### src/rtl/dma_rpt_pkg.sv
package dma_rpt_pkg;
  typedef enum logic [1:0] {
    ST_IDLE   = 2'd0,
    ST_ACTIVE = 2'd1,
    ST_FIN    = 2'd2
  } seq_state_e;

  localparam int SIDE_SRC = 0;
  localparam int SIDE_DST = 1;
  localparam int N_SIDES  = 2;
endpackage

### src/rtl/dma_rpt_side.sv
module dma_rpt_side #(
  parameter int ADDR_W = 32
) (
  input  logic              clk,
  input  logic              rst_n,
  input  logic              load,
  input  logic [ADDR_W-1:0] init,
  input  logic              step,
  input  logic              blk_end,
  input  logic              is_rpt,
  input  logic              wrap_en,
  input  logic              inc,
  output logic [ADDR_W-1:0] addr,
  output logic [ADDR_W-1:0] base
);
  // Next address for one acknowledged byte.
  function automatic logic [ADDR_W-1:0] next_addr(
    input logic [ADDR_W-1:0] cur,
    input logic [ADDR_W-1:0] start,
    input logic              rpt,
    input logic              wrap,
    input logic              last,
    input logic              incr
  );
    if (rpt)
      return (wrap && last) ? start : cur + {{(ADDR_W-1){1'b0}}, 1'b1};
    else if (incr)
      return cur + {{(ADDR_W-1){1'b0}}, 1'b1};
    else
      return cur;
  endfunction

  always_ff @(posedge clk or negedge rst_n) begin
    if (!rst_n) begin
      addr <= '0;
      base <= '0;
    end else if (load) begin
      addr <= init;
      base <= init;
    end else if (step) begin
      addr <= next_addr(addr, base, is_rpt, wrap_en, blk_end, inc);
    end
  end
endmodule

### src/rtl/dma_rpt_seq.sv
module dma_rpt_seq
  import dma_rpt_pkg::*;
#(
  parameter int BLK_W = 16,
  parameter int CNT_W = 16
) (
  input  logic             clk,
  input  logic             rst_n,
  input  logic             en,
  input  logic [BLK_W-1:0] cfg_blk,
  input  logic [CNT_W-1:0] cfg_cnt,
  input  logic             xfer_ack,
  output logic             xfer_req,
  output logic             step,
  output logic             blk_end,
  output logic             done,
  output logic             cfg_err
);
  localparam logic [BLK_W-1:0] BLK_ONE = {{(BLK_W-1){1'b0}}, 1'b1};
  localparam logic [CNT_W-1:0] CNT_ONE = {{(CNT_W-1){1'b0}}, 1'b1};

  seq_state_e       state;
  logic [BLK_W-1:0] blk_r;
  logic [BLK_W-1:0] byte_cnt;
  logic [CNT_W-1:0] rcnt;
  logic             last_cycle;

  assign xfer_req   = (state == ST_ACTIVE);
  assign step       = xfer_req && xfer_ack;
  assign blk_end    = step && (byte_cnt == blk_r - BLK_ONE);
  assign last_cycle = (rcnt <= CNT_ONE);

  always_ff @(posedge clk or negedge rst_n) begin
    if (!rst_n) begin
      state    <= ST_IDLE;
      blk_r    <= '0;
      byte_cnt <= '0;
      rcnt     <= '0;
      done     <= 1'b0;
      cfg_err  <= 1'b0;
    end else if (!en) begin
      state    <= ST_IDLE;
      blk_r    <= cfg_blk;
      rcnt     <= cfg_cnt;
      byte_cnt <= '0;
      done     <= 1'b0;
      cfg_err  <= 1'b0;
    end else begin
      done <= 1'b0;
      unique case (state)
        ST_IDLE: begin
          if (blk_r == '0) cfg_err <= 1'b1;
          else             state   <= ST_ACTIVE;
        end
        ST_ACTIVE: begin
          if (blk_end) begin
            byte_cnt <= '0;
            if (last_cycle) begin
              done  <= 1'b1;
              state <= ST_FIN;
            end else begin
              rcnt <= rcnt - CNT_ONE;
            end
          end else if (step) begin
            byte_cnt <= byte_cnt + BLK_ONE;
          end
        end
        default: state <= ST_FIN;
      endcase
    end
  end
endmodule

### src/rtl/dma_rpt_addr_gen.sv
module dma_rpt_addr_gen
  import dma_rpt_pkg::*;
#(
  parameter int ADDR_W = 32,
  parameter int BLK_W  = 16,
  parameter int CNT_W  = 16
) (
  input  logic              clk,
  input  logic              rst_n,
  input  logic              en,
  input  logic [ADDR_W-1:0] cfg_src,
  input  logic [ADDR_W-1:0] cfg_dst,
  input  logic [BLK_W-1:0]  cfg_blk,
  input  logic [CNT_W-1:0]  cfg_cnt,
  input  logic              cfg_rpt_dst,
  input  logic              cfg_other_inc,
  input  logic              cfg_rpt_mode,
  output logic              xfer_req,
  input  logic              xfer_ack,
  output logic [ADDR_W-1:0] src_addr,
  output logic [ADDR_W-1:0] dst_addr,
  output logic              done,
  output logic              cfg_err
);
  // Named internal events, visible to the bound checker.
  logic              step;
  logic              blk_end;
  logic              rpt_dst_q;
  logic              other_inc_q;
  logic              rpt_mode_q;
  logic [ADDR_W-1:0] src_base;
  logic [ADDR_W-1:0] dst_base;

  logic [ADDR_W-1:0] side_init [N_SIDES];
  logic [ADDR_W-1:0] side_addr [N_SIDES];
  logic [ADDR_W-1:0] side_base [N_SIDES];

  always_ff @(posedge clk or negedge rst_n) begin
    if (!rst_n) begin
      rpt_dst_q   <= 1'b0;
      other_inc_q <= 1'b0;
      rpt_mode_q  <= 1'b0;
    end else if (!en) begin
      rpt_dst_q   <= cfg_rpt_dst;
      other_inc_q <= cfg_other_inc;
      rpt_mode_q  <= cfg_rpt_mode;
    end
  end

  dma_rpt_seq #(.BLK_W(BLK_W), .CNT_W(CNT_W)) u_seq (
    .clk      (clk),
    .rst_n    (rst_n),
    .en       (en),
    .cfg_blk  (cfg_blk),
    .cfg_cnt  (cfg_cnt),
    .xfer_ack (xfer_ack),
    .xfer_req (xfer_req),
    .step     (step),
    .blk_end  (blk_end),
    .done     (done),
    .cfg_err  (cfg_err)
  );

  assign side_init[SIDE_SRC] = cfg_src;
  assign side_init[SIDE_DST] = cfg_dst;

  for (genvar g = 0; g < N_SIDES; g++) begin : g_side
    logic is_rpt;
    assign is_rpt = (g == SIDE_DST) ? rpt_dst_q : !rpt_dst_q;
    dma_rpt_side #(.ADDR_W(ADDR_W)) u_side (
      .clk     (clk),
      .rst_n   (rst_n),
      .load    (!en),
      .init    (side_init[g]),
      .step    (step),
      .blk_end (blk_end),
      .is_rpt  (is_rpt),
      .wrap_en (rpt_mode_q),
      .inc     (other_inc_q),
      .addr    (side_addr[g]),
      .base    (side_base[g])
    );
  end

  assign src_addr = side_addr[SIDE_SRC];
  assign dst_addr = side_addr[SIDE_DST];
  assign src_base = side_base[SIDE_SRC];
  assign dst_base = side_base[SIDE_DST];
endmodule

### config.mk
export PLATFORM = sky130hd
export DESIGN_NAME = dma_rpt_addr_gen
export DESIGN_NICKNAME = d
export VERILOG_FILES = /design/src/rtl/dma_rpt_pkg.sv /design/src/rtl/dma_rpt_side.sv /design/src/rtl/dma_rpt_seq.sv /design/src/rtl/dma_rpt_addr_gen.sv
export SDC_FILE = /design/constraint.sdc
export NUM_CORES = 1
export LEC_CHECK = 0
export CORE_UTILIZATION = 25
export CTS_CLUSTER_SIZE = 40
export DETAILED_ROUTE_END_ITERATION = 7
export DONT_BUFFER_PORTS = 1
export GPL_ROUTABILITY_DRIVEN = 1
export PLACE_DENSITY_LB_ADDON = 0.2
export SYNTH_ARGS = -nofsm -noshare
export SYNTH_HDL_FRONTEND = slang
export SYNTH_SLANG_ARGS = --single-unit
### constraint.sdc
create_clock -name clk -period 5.97 [get_ports clk]
set_input_delay 0.8955 -clock clk [delete_from_list [all_inputs] [get_ports clk]]
set_output_delay 0.8955 -clock clk [all_outputs]
set_load 0.03 [all_outputs]
* Yosys cells after proc, flatten, opt, wreduce, memory -nomap -nowiden
Index checks and enable logic that the tools add are counted.
** Word-level totals
- Flip-flop bits (word level) :: 183
- Input port bits :: 103
** Cells by class
- Add/sub/neg operators :: 5
- Order comparisons :: 1
- Eq/ne operators :: 14
- Mux-type cells :: 30
- Reductions and logical operators :: 11
** Operator list (number)
- $mux 32 :: 10
- $mux 16 :: 8
- $add 32x1->32 const B :: 2
- $sub 16x1->16 const B :: 2
- $add 16x1->16 const B :: 1
- $eq 16x16->1 :: 1
- $le 16x1->1 const B :: 1
- $logic_not 16->1 :: 1
- $ne 2x1->1 const B :: 5
- $mux 2 :: 4
- $reduce_and 2->1 :: 4
- $mux 1 :: 7
- $ne 3x1->1 const B :: 2
- $ne 3x2->1 const B :: 2
- $ne 3x3->1 const B :: 2
- $reduce_and 3->1 :: 2
- $pmux 2 s2 :: 1
- $logic_and 1x1->1 :: 3
- $eq 2x1->1 const B :: 1
- $logic_not 2->1 :: 1
- $ne 2x2->1 const B :: 1

* Depth between registers and ports, before layout
Gate-level depths: netlist of run 1.
- Depth in word-level cells :: 8
- Depth in mapped cells :: 14
- Mapped depth without buffers :: 10

* Modules after synthesis
From an unflattened synthesis of run 1, not the netlist that was laid out.
** Unflattened totals
- Cell total of the unflattened synthesis :: 1141
- Area total of the unflattened synthesis :: 10426.2 um^2
** By module, submodules not included
- dma_rpt_side :: times used 2, cells each 398, area each 3544.6 um^2
- dma_rpt_seq :: times used 1, cells each 337, area each 3220.6 um^2
- dma_rpt_addr_gen :: times used 1, cells each 8, area each 116.4 um^2

* Least setup slack after synthesis of run 1
Ideal clock, no wire load.
- Path kind :: reg2reg
- Start point :: reg u_seq.blk_r[2]
- End point :: reg u_seq.rcnt[14]
- Arrival :: 2.889 ns
- Slack :: 2.955 ns
- Cell stages (with the launch flop) :: 11
- Period minus slack after synthesis :: 3.015 ns
- Cell sequence :: dfrtp_1 or4_1 buf_2 or4b_4 xnor2_2 and4_4 nand4_2 buf_4 nor4b_4 nor2_1 a221o_1
** On the way
- Longest elaborated chain between the ends :: 5
** RTL lines
- start: declaration :: line dma_rpt_seq.sv:23 : logic [BLK_W-1:0] blk_r;
- start signal: assignment :: line dma_rpt_seq.sv:43 : blk_r <= cfg_blk;
- $sub 16x1->16 :: line dma_rpt_seq.sv:30 : assign blk_end = step && (byte_cnt == blk_r - BLK_ONE);
- $eq 16x16->1 :: line dma_rpt_seq.sv:30
- $logic_and 1x1->1 :: line dma_rpt_seq.sv:30
- $ne 2x1->1 (no line)
- $reduce_and 3->1 (no line)
- end signal: assignment :: line dma_rpt_seq.sv:44 : rcnt <= cfg_cnt;
- end signal: assignment :: line dma_rpt_seq.sv:62 : rcnt <= rcnt - CNT_ONE;
- end: declaration :: line dma_rpt_seq.sv:25 : logic [CNT_W-1:0] rcnt;
No other way between the ends.
A chain may end at the register's enable or synchronous reset.

* Worst setup path in the final report of run 1
- Start point :: reg u_seq.blk_r[2]
- End point :: reg g_side[1].u_side.addr[31]
** On the way
- Longest elaborated chain between the ends :: 8
** RTL lines
- $sub 16x1->16 :: line dma_rpt_seq.sv:30
- $eq 16x16->1 :: line dma_rpt_seq.sv:30
- $logic_and 1x1->1 :: line dma_rpt_seq.sv:30
- $logic_and 1x1->1 :: line dma_rpt_side.sv:26 : return (wrap && last) ? start : cur + {{(ADDR_W-1){1'b0}}, 1'b1};
- $mux 32 :: line dma_rpt_side.sv:26
- $mux 32 :: line dma_rpt_side.sv:25 : if (rpt)
- $mux 32 :: line dma_rpt_side.sv:40 : end else if (step) begin
- $mux 32 :: line dma_rpt_side.sv:37 : end else if (load) begin
- end signal: assignment :: line dma_rpt_side.sv:38 : addr <= init;
- end signal: assignment :: line dma_rpt_side.sv:41 : addr <= next_addr(addr, base, is_rpt, wrap_en, blk_end, inc);
- end: declaration :: line dma_rpt_side.sv:13 : output logic [ADDR_W-1:0] addr,
No other way between the ends. The select of a mux whose other input is x is not followed.

==> results of run 1 <==
-- flip-flops by register name, summed over array words and instances (netlist names) --
| name | cells |
|---|---|
| g_side.u_side.addr | 64 |
| g_side.u_side.base | 64 |
| u_seq.blk_r | 16 |
| u_seq.byte_cnt | 16 |
| u_seq.rcnt | 16 |
| u_seq.state | 2 |
| g_side.is_rpt | 1 |
| other_inc_q | 1 |
| rpt_mode_q | 1 |
| u_seq.cfg_err | 1 |
| u_seq.done | 1 |
-- cell usage in the layout (no fill, tap or decap), types with 9 or more instances in the layout --
cell       count
dfrtp_1      183
nand2_1      139
nor2_1        91
a21oi_1       85
o21ai_0       79
mux2_2        60
nand3_1       42
inv_1         33
nor3_1        31
nand4_1       26
xnor2_1       22
a31oi_1       22
or2_2         19
or3_1         18
and3_1        17
clkbuf_16     17
xor2_1        15
mux2i_1       15
nor2b_1       12
a211oi_1      12
a21o_1        11
nor4_1         9
buf_4          9
-- synthesized netlist by cell type, types with 18 or more instances --
cell      count  area [µm²]
a21oi_1      87         435
or3_1        18         113
inv_1        33         124
mux2_2       60         676
a31oi_1      22         138
clkbuf_1     54         203
nand4_1      26         163
nand3_1      42         210
o21ai_0      81         405
dfrtp_1     183        4580
or2_2        19         119
nor2_1       91         342
xnor2_1      22         193
nand2_1     139         522
nor3_1       31         155
-- worst max path at each step --
stage                              start                   endpoint  slack [ns]  cells past startpoint
after floorplan           u_seq.blk_r[2]             u_seq.rcnt[14]        2.96                     10
after global placement    u_seq.blk_r[2]  g_side[1].u_side.addr[22]        1.87                      9
after detailed placement  u_seq.blk_r[2]  g_side[1].u_side.addr[31]        1.81                      9
after CTS                 u_seq.blk_r[2]  g_side[1].u_side.addr[22]        1.81                      9
after global routing      u_seq.blk_r[2]  g_side[1].u_side.addr[24]        1.45                      9
final                     u_seq.blk_r[2]  g_side[1].u_side.addr[31]        1.86                      9
-- cell families after synthesis --
group	Yosys count
flip-flops	183
AO/OA/AOI/OAI	297
buffers and inverters	109
XOR/XNOR	39
adder cells (fa/ha/maj)	6
multiplexers	75
AND/OR/NAND/NOR	454
-- where the power goes --
part / total [mW] / internal [mW] / switching [mW]
Clock: 1.18 / 0.651 / 0.533
Sequential: 1.54 / 1.34 / 0.199
Combinational: 0.282 / 0.137 / 0.145
Total: 3.00 / 2.13 / 0.877
-- per-stage QoR --
step                utilization  power [mW]  worst slack (ns)  hold WS [ns]  instance area (µm²)
floorplan                     -        1.77              2.96         0.442                10400
global placement          0.265        1.84              1.87         0.457                10900
detailed placement        0.265        1.85              1.81         0.459                10900
CTS                       0.280        3.07              1.81        0.0554                11500
global route              0.280        3.16              1.45        0.0697                11500
finish                    0.280        3.00              1.86         0.120                11500
-- metal layers --
layer,vias up,wire length [µm]
li1,4099,-
met3,35,1950
met1,4153,14300
met5,-,44
met4,6,519
met2,170,14600
-- cell type report --
| class | instances | area (µm²) | share of cell area |
|---|---|---|---|
| inverters | 35 | 131 | 0.0115 |
| clock buffers | 22 | 474 | 0.0413 |
| repair buffers | 9 | 67.6 | 0.00589 |
| multi-input cells | 871 | 5440 | 0.474 |
| clock inverters | 10 | 116 | 0.0101 |
| flip-flops and latches | 183 | 4580 | 0.399 |
| well taps | 532 | 666 | 0.0580 |
-- critical path: stages, from the launching register on --
cell,delay (ns)
dfrtp_1,0.46
nor4_1,0.88
a21boi_0,0.28
o32a_1,0.44
a21oi_1,0.26
nand4_4,0.67
buf_4,0.51
mux2i_1,0.17
nand2_1,0.07
a22o_1,0.21
==> metrics.txt, run 1 <==
Worst-Skew Late Latency ~0.48 ns; Final #Nets 1226; Reg-to-Reg Start u_seq.blk_r[2]; post-CTS sizing 0; Routed WL per cell 18.9 µm; Via density between 5 and 6; I/O Buffers 0; capturing point of the worst reg2reg path g_side[1].u_side.addr[31]; simple-gate share of the synthesized area 0.222; # H-tree levels 4; Pins Over Slew Limit 0; final setup TNS 0 ns; Hold Path Class in -> async; final hold vios 0; Clock Pin Slew Worst Setup and Hold Paths 0.07 ns; floorplan row count between 70 and 80; Worst EP required 6.34 ns; post-CTS setup buffers 0; Pleak 4.52 nW; compound-cell area share of the yosys netlist 0.175; CTS Buf Count 17; Seq/Total Area, Yosys 0.438; maxcap violations 0; RSZ-0062 raised after global routing no; worst-case reg-to-reg path depth 9; share of cells above drive strength 1 0.125; WP data arrival 4.48 ns; fin crit share 0.688; Synth Area in XOR/XNOR 0.0347; total number of vias 8463; Worst Tran Pin Value 1.21 ns; most used routing layer met2; Worst Setup Start Kind flip-flop; CTS sink count ~180; Relative slew margins 0.183; post-synthesis adder-cell area fraction 0.00719; library cells used by synthesis 74; number of flops mapped to enable cells by yosys 0; Routed WL 31.4 mm; M1 GR Usage 0.194; crit path time final 4.11 ns; final setup vio count 0; DIE AREA 0.0426 mm²; vias in the first global route 8337; hpwl dp ~21 mm; clock skew roughly 0.010 ns; Synth Flop Type dfrtp_1; number of fill cells 4405; gpl congestion 0.749; #FFs+latches synth 183; Synth Warn # 0; clock root buffer clkbuf_16; cells after synthesis 1163; DRT Pass-1 Iters 7; CTS tree done; Crit Path Class reg -> reg; violated checks DRC; Power Density 262 mW/mm²; DRT antenna net count 0; wire length of the first global-routing pass 49.1 mm; CTS Hold Buffers Added 0; 1st-iter DRT viols 436; Area Growth Syn to Fin 9.82%; initial antenna violation count 4; multiplexer share of the synthesized area 0.0791; outcome complete, but fails checks; Crit. End Element flip-flop; met3 usage 0.0498; Inst Count DP 1630; Initial Utilization 0.255; largest net degree at the start of global routing ~230; syn_area_per_cell 8.98 µm²; largest family of logic cells by synthesized area simple AND/OR/NAND/NOR gates; # DRC 12; DIE HEIGHT 206 µm; CTS Buffer Depth 2; GRT overflow 0; VDD IR max ~0.00016 V; syn_nets 1272; diode count 0; Ports 170; asr flop ratio synth 1.00; fmax 243 MHz; Non-Filler Instances 1662; crit-path max FO between 50 and 60; Worst R2R Setup Slack between 1.5 and 2 ns; width of the die 206 µm; total global-route track usage 0.152; GR met2 Demand/Resource 0.235; mapped cell area about 0.010 mm²; Core ar. 0.0410 mm²
Note: power is estimated with default switching activity, not from simulation.
==> run 2, diff against run 1 <==
Clock period 5.97 ns to 4.05 ns, I/O delays scaled along.
==> metrics.txt, run 2 (synthesis gave the netlist of run 1 again) <==
floorplan row count 74 (unchanged); Ports 170 (unchanged); Reg-to-Reg Start u_seq.blk_r[2] (unchanged); Switch Pwr 1.38 mW (was 0.877 mW); Worst EP required 4.43 ns (was 6.34 ns); most common cell after layout, fill and taps aside dfrtp_1 (unchanged); clock power share 0.384 (was 0.394); hpwl dp 20.7 mm (was 20.5 mm); final hold vios 183 (was 0); maxcap violations 0 (unchanged); Routed WL per cell 19.0 µm (was 18.9 µm); Worst Tran Pin Value 0.860 ns (was 1.21 ns); DIE HEIGHT 206 µm (unchanged); CTS sink count 183 (unchanged); Largest regs g_side.u_side.addr (64), g_side.u_side.base (64) (unchanged); Worst R2R Setup Slack 0.56 ns (was 1.86 ns); initial antenna violation count 2 (was 4); worst-case reg-to-reg path depth 9 (unchanged); crit-path max FO 13 (was 51); crit path time final 3.49 ns (was 4.11 ns); commonest cells after routing, fill and taps aside dfrtp_1, nand2_1, nor2_1 (unchanged); Pleak 4.58 nW (was 4.52 nW); 1st-iter DRT viols 532 (was 436); DIE AREA 0.0426 mm² (unchanged); largest net degree at the start of global routing 231 (unchanged); clock root buffer clkbuf_16 (unchanged); DRT antenna net count 0 (unchanged); fin crit share 0.861 (was 0.688); peak per-stage delay on the critical path 0.70 ns (was 0.88 ns); CTS Buffer Depth 2 (unchanged); Non-Filler Instances 1675 (was 1662); RSZ-0062 raised after global routing no (unchanged); CTS tree done (unchanged); # DRC 12 (unchanged); Clock Pin Slew Worst Setup and Hold Paths 0.07 ns (about the same); Slowest cell on crit path or4_1 (was nor4_1); VDD IR max 0.000240 V (was 0.000158 V); part of the power in registers 0.515 (was 0.512); Util after Layout 0.282 (was 0.280); Inst Count DP 1643 (was 1630); # H-tree levels 4 (unchanged); vias in the first global route 8403 (was 8337); violated checks DRC, hold timing (was DRC); Min Hold Slack -0.192 ns (was 0.120 ns); Area Growth Syn to Fin 10.7% (was 9.82%); Worst Setup Start Kind flip-flop (unchanged); I/O Buffers 0 (unchanged); outcome complete, but fails checks (unchanged); diode count 0 (unchanged); Worst-Skew Late Latency 0.51 ns (was 0.48 ns); wire length of the first global-routing pass 49.8 mm (was 49.1 mm); final setup vio count 0 (unchanged); Relative slew margins 0.426 (was 0.183); Power Density 378 mW/mm² (was 262 mW/mm²); Pins Over Slew Limit 0 (unchanged); Crit. End Element flip-flop (unchanged); clock skew 0.0245 ns (was 0.0100 ns); Final #Nets 1239 (was 1226); P_int 2.99 mW (was 2.13 mW); total global-route track usage 0.155 (was 0.152); Routed WL 31.8 mm (was 31.4 mm); Crit Path Class reg -> reg (unchanged); width of the die 206 µm (unchanged); capturing point of the worst reg2reg path u_seq.rcnt[14] (was g_side[1].u_side.addr[31]); CTS Buf Count 17 (unchanged); total number of vias 8548 (was 8463); final setup TNS 0 ns (unchanged); sw frac 0.316 (was 0.292); DRT Pass-1 Iters 7 (unchanged); Core ar. 0.0410 mm² (unchanged); Cell Chain, Critical Path or4_1 > or4b_4 > xnor2_2 > and4_4 > nand4_2 > buf_4 > nor4b_4 > nor2_1 > a221o_1 (was nor4_1 > a21boi_0 > o32a_1 > a21oi_1 > nand4_4 > buf_4 > mux2i_1 > nand2_1 > a22o_1); gpl congestion 0.784 (was 0.749); Via density 5.10 (was 5.09); Hold Path Class in -> async (unchanged); GRT overflow 0 (unchanged); Initial Utilization 0.255 (unchanged); WP data arrival 3.87 ns (was 4.48 ns); Combinational Power Share 0.101 (was 0.094); share of cells above drive strength 1 0.136 (was 0.125); fmax 287 MHz (was 243 MHz)
run 2: cell types whose count changed in the layout (fill, tap and decap cells not counted), sizes merged:
cell,previous run,this run
bufinv,2,0
inv,38,42
buf,9,22
clkbuf,22,17
clkinvlp,2,3
clkinv,3,5
run 2: power by group through the flow:
stage               logic (mW)  clock network, mW  registers (mW)
finish                   0.442               1.68            2.25
global route             0.503               1.82            2.28
CTS                      0.448               1.77            2.25
detailed placement       0.447                  0            2.29
global placement         0.440                  0            2.29
floorplan                0.376                  0            2.24
run 2: what timing repair did:
item / 4_1_cts / 5_1_grt
gates resized for setup: 0 / 0
hold endpoints to repair: 183 / 183
buffers inserted: 0 / 0
run 2: worst max-delay path by stage:
stage               slack, ns      startpoint        endpoint
finish                   0.56  u_seq.blk_r[2]  u_seq.rcnt[14]
global route             0.33  u_seq.blk_r[2]  u_seq.rcnt[14]
CTS                      0.53  u_seq.blk_r[2]  u_seq.rcnt[14]
detailed placement       0.55  u_seq.blk_r[2]  u_seq.rcnt[14]
global placement         0.59  u_seq.blk_r[2]  u_seq.rcnt[14]
floorplan                1.04  u_seq.blk_r[2]  u_seq.rcnt[14]
run 2: cell type report:
class                           count  area [µm²]
Clock buffer                       17         425
Tap cell                          532         666
Fill cell                        4395       29400
Inverter                           35         131
Multi-Input combinational cell    871        5440
Sequential cell                   183        4580
Clock inverter                     15         139
Timing Repair Buffer               22         190
run 2: critical path, delay by kind of cell, from the launching register on:
| kind | cells | cell delay (ns) |
|---|---|---|
| AOI/OAI and AO/OA | 1 | 0.26 |
| xor gates and xnor gates | 1 | 0.15 |
| buffers and inverters | 1 | 0.31 |
| DFF | 1 | 0.46 |
| and+or+nand+nor | 6 | 2.20 |
run 2: through the flow:
| step | total power [mW] | hold WS [ns] | instance area [µm²] | worst slack (ns) |
|---|---|---|---|---|
| floorplan | 2.61 | 0.312 | 10400 | 1.04 |
| global placement | 2.73 | 0.318 | 11000 | 0.589 |
| detailed placement | 2.73 | 0.320 | 11000 | 0.545 |
| CTS | 4.47 | -0.244 | 11600 | 0.535 |
| global route | 4.60 | -0.230 | 11600 | 0.333 |
| finish | 4.37 | -0.192 | 11600 | 0.563 |
run 2: layer usage:
layer,GRT usage,wire [µm],up-vias,part of all wire
li1,-,-,4132,-
met1,0.202,14700,4207,0.46
met3,0.0448,1790,33,0.056
met4,0.0691,662,2,0.021
met2,0.237,14600,174,0.46
met5,0,13,-,0.00041
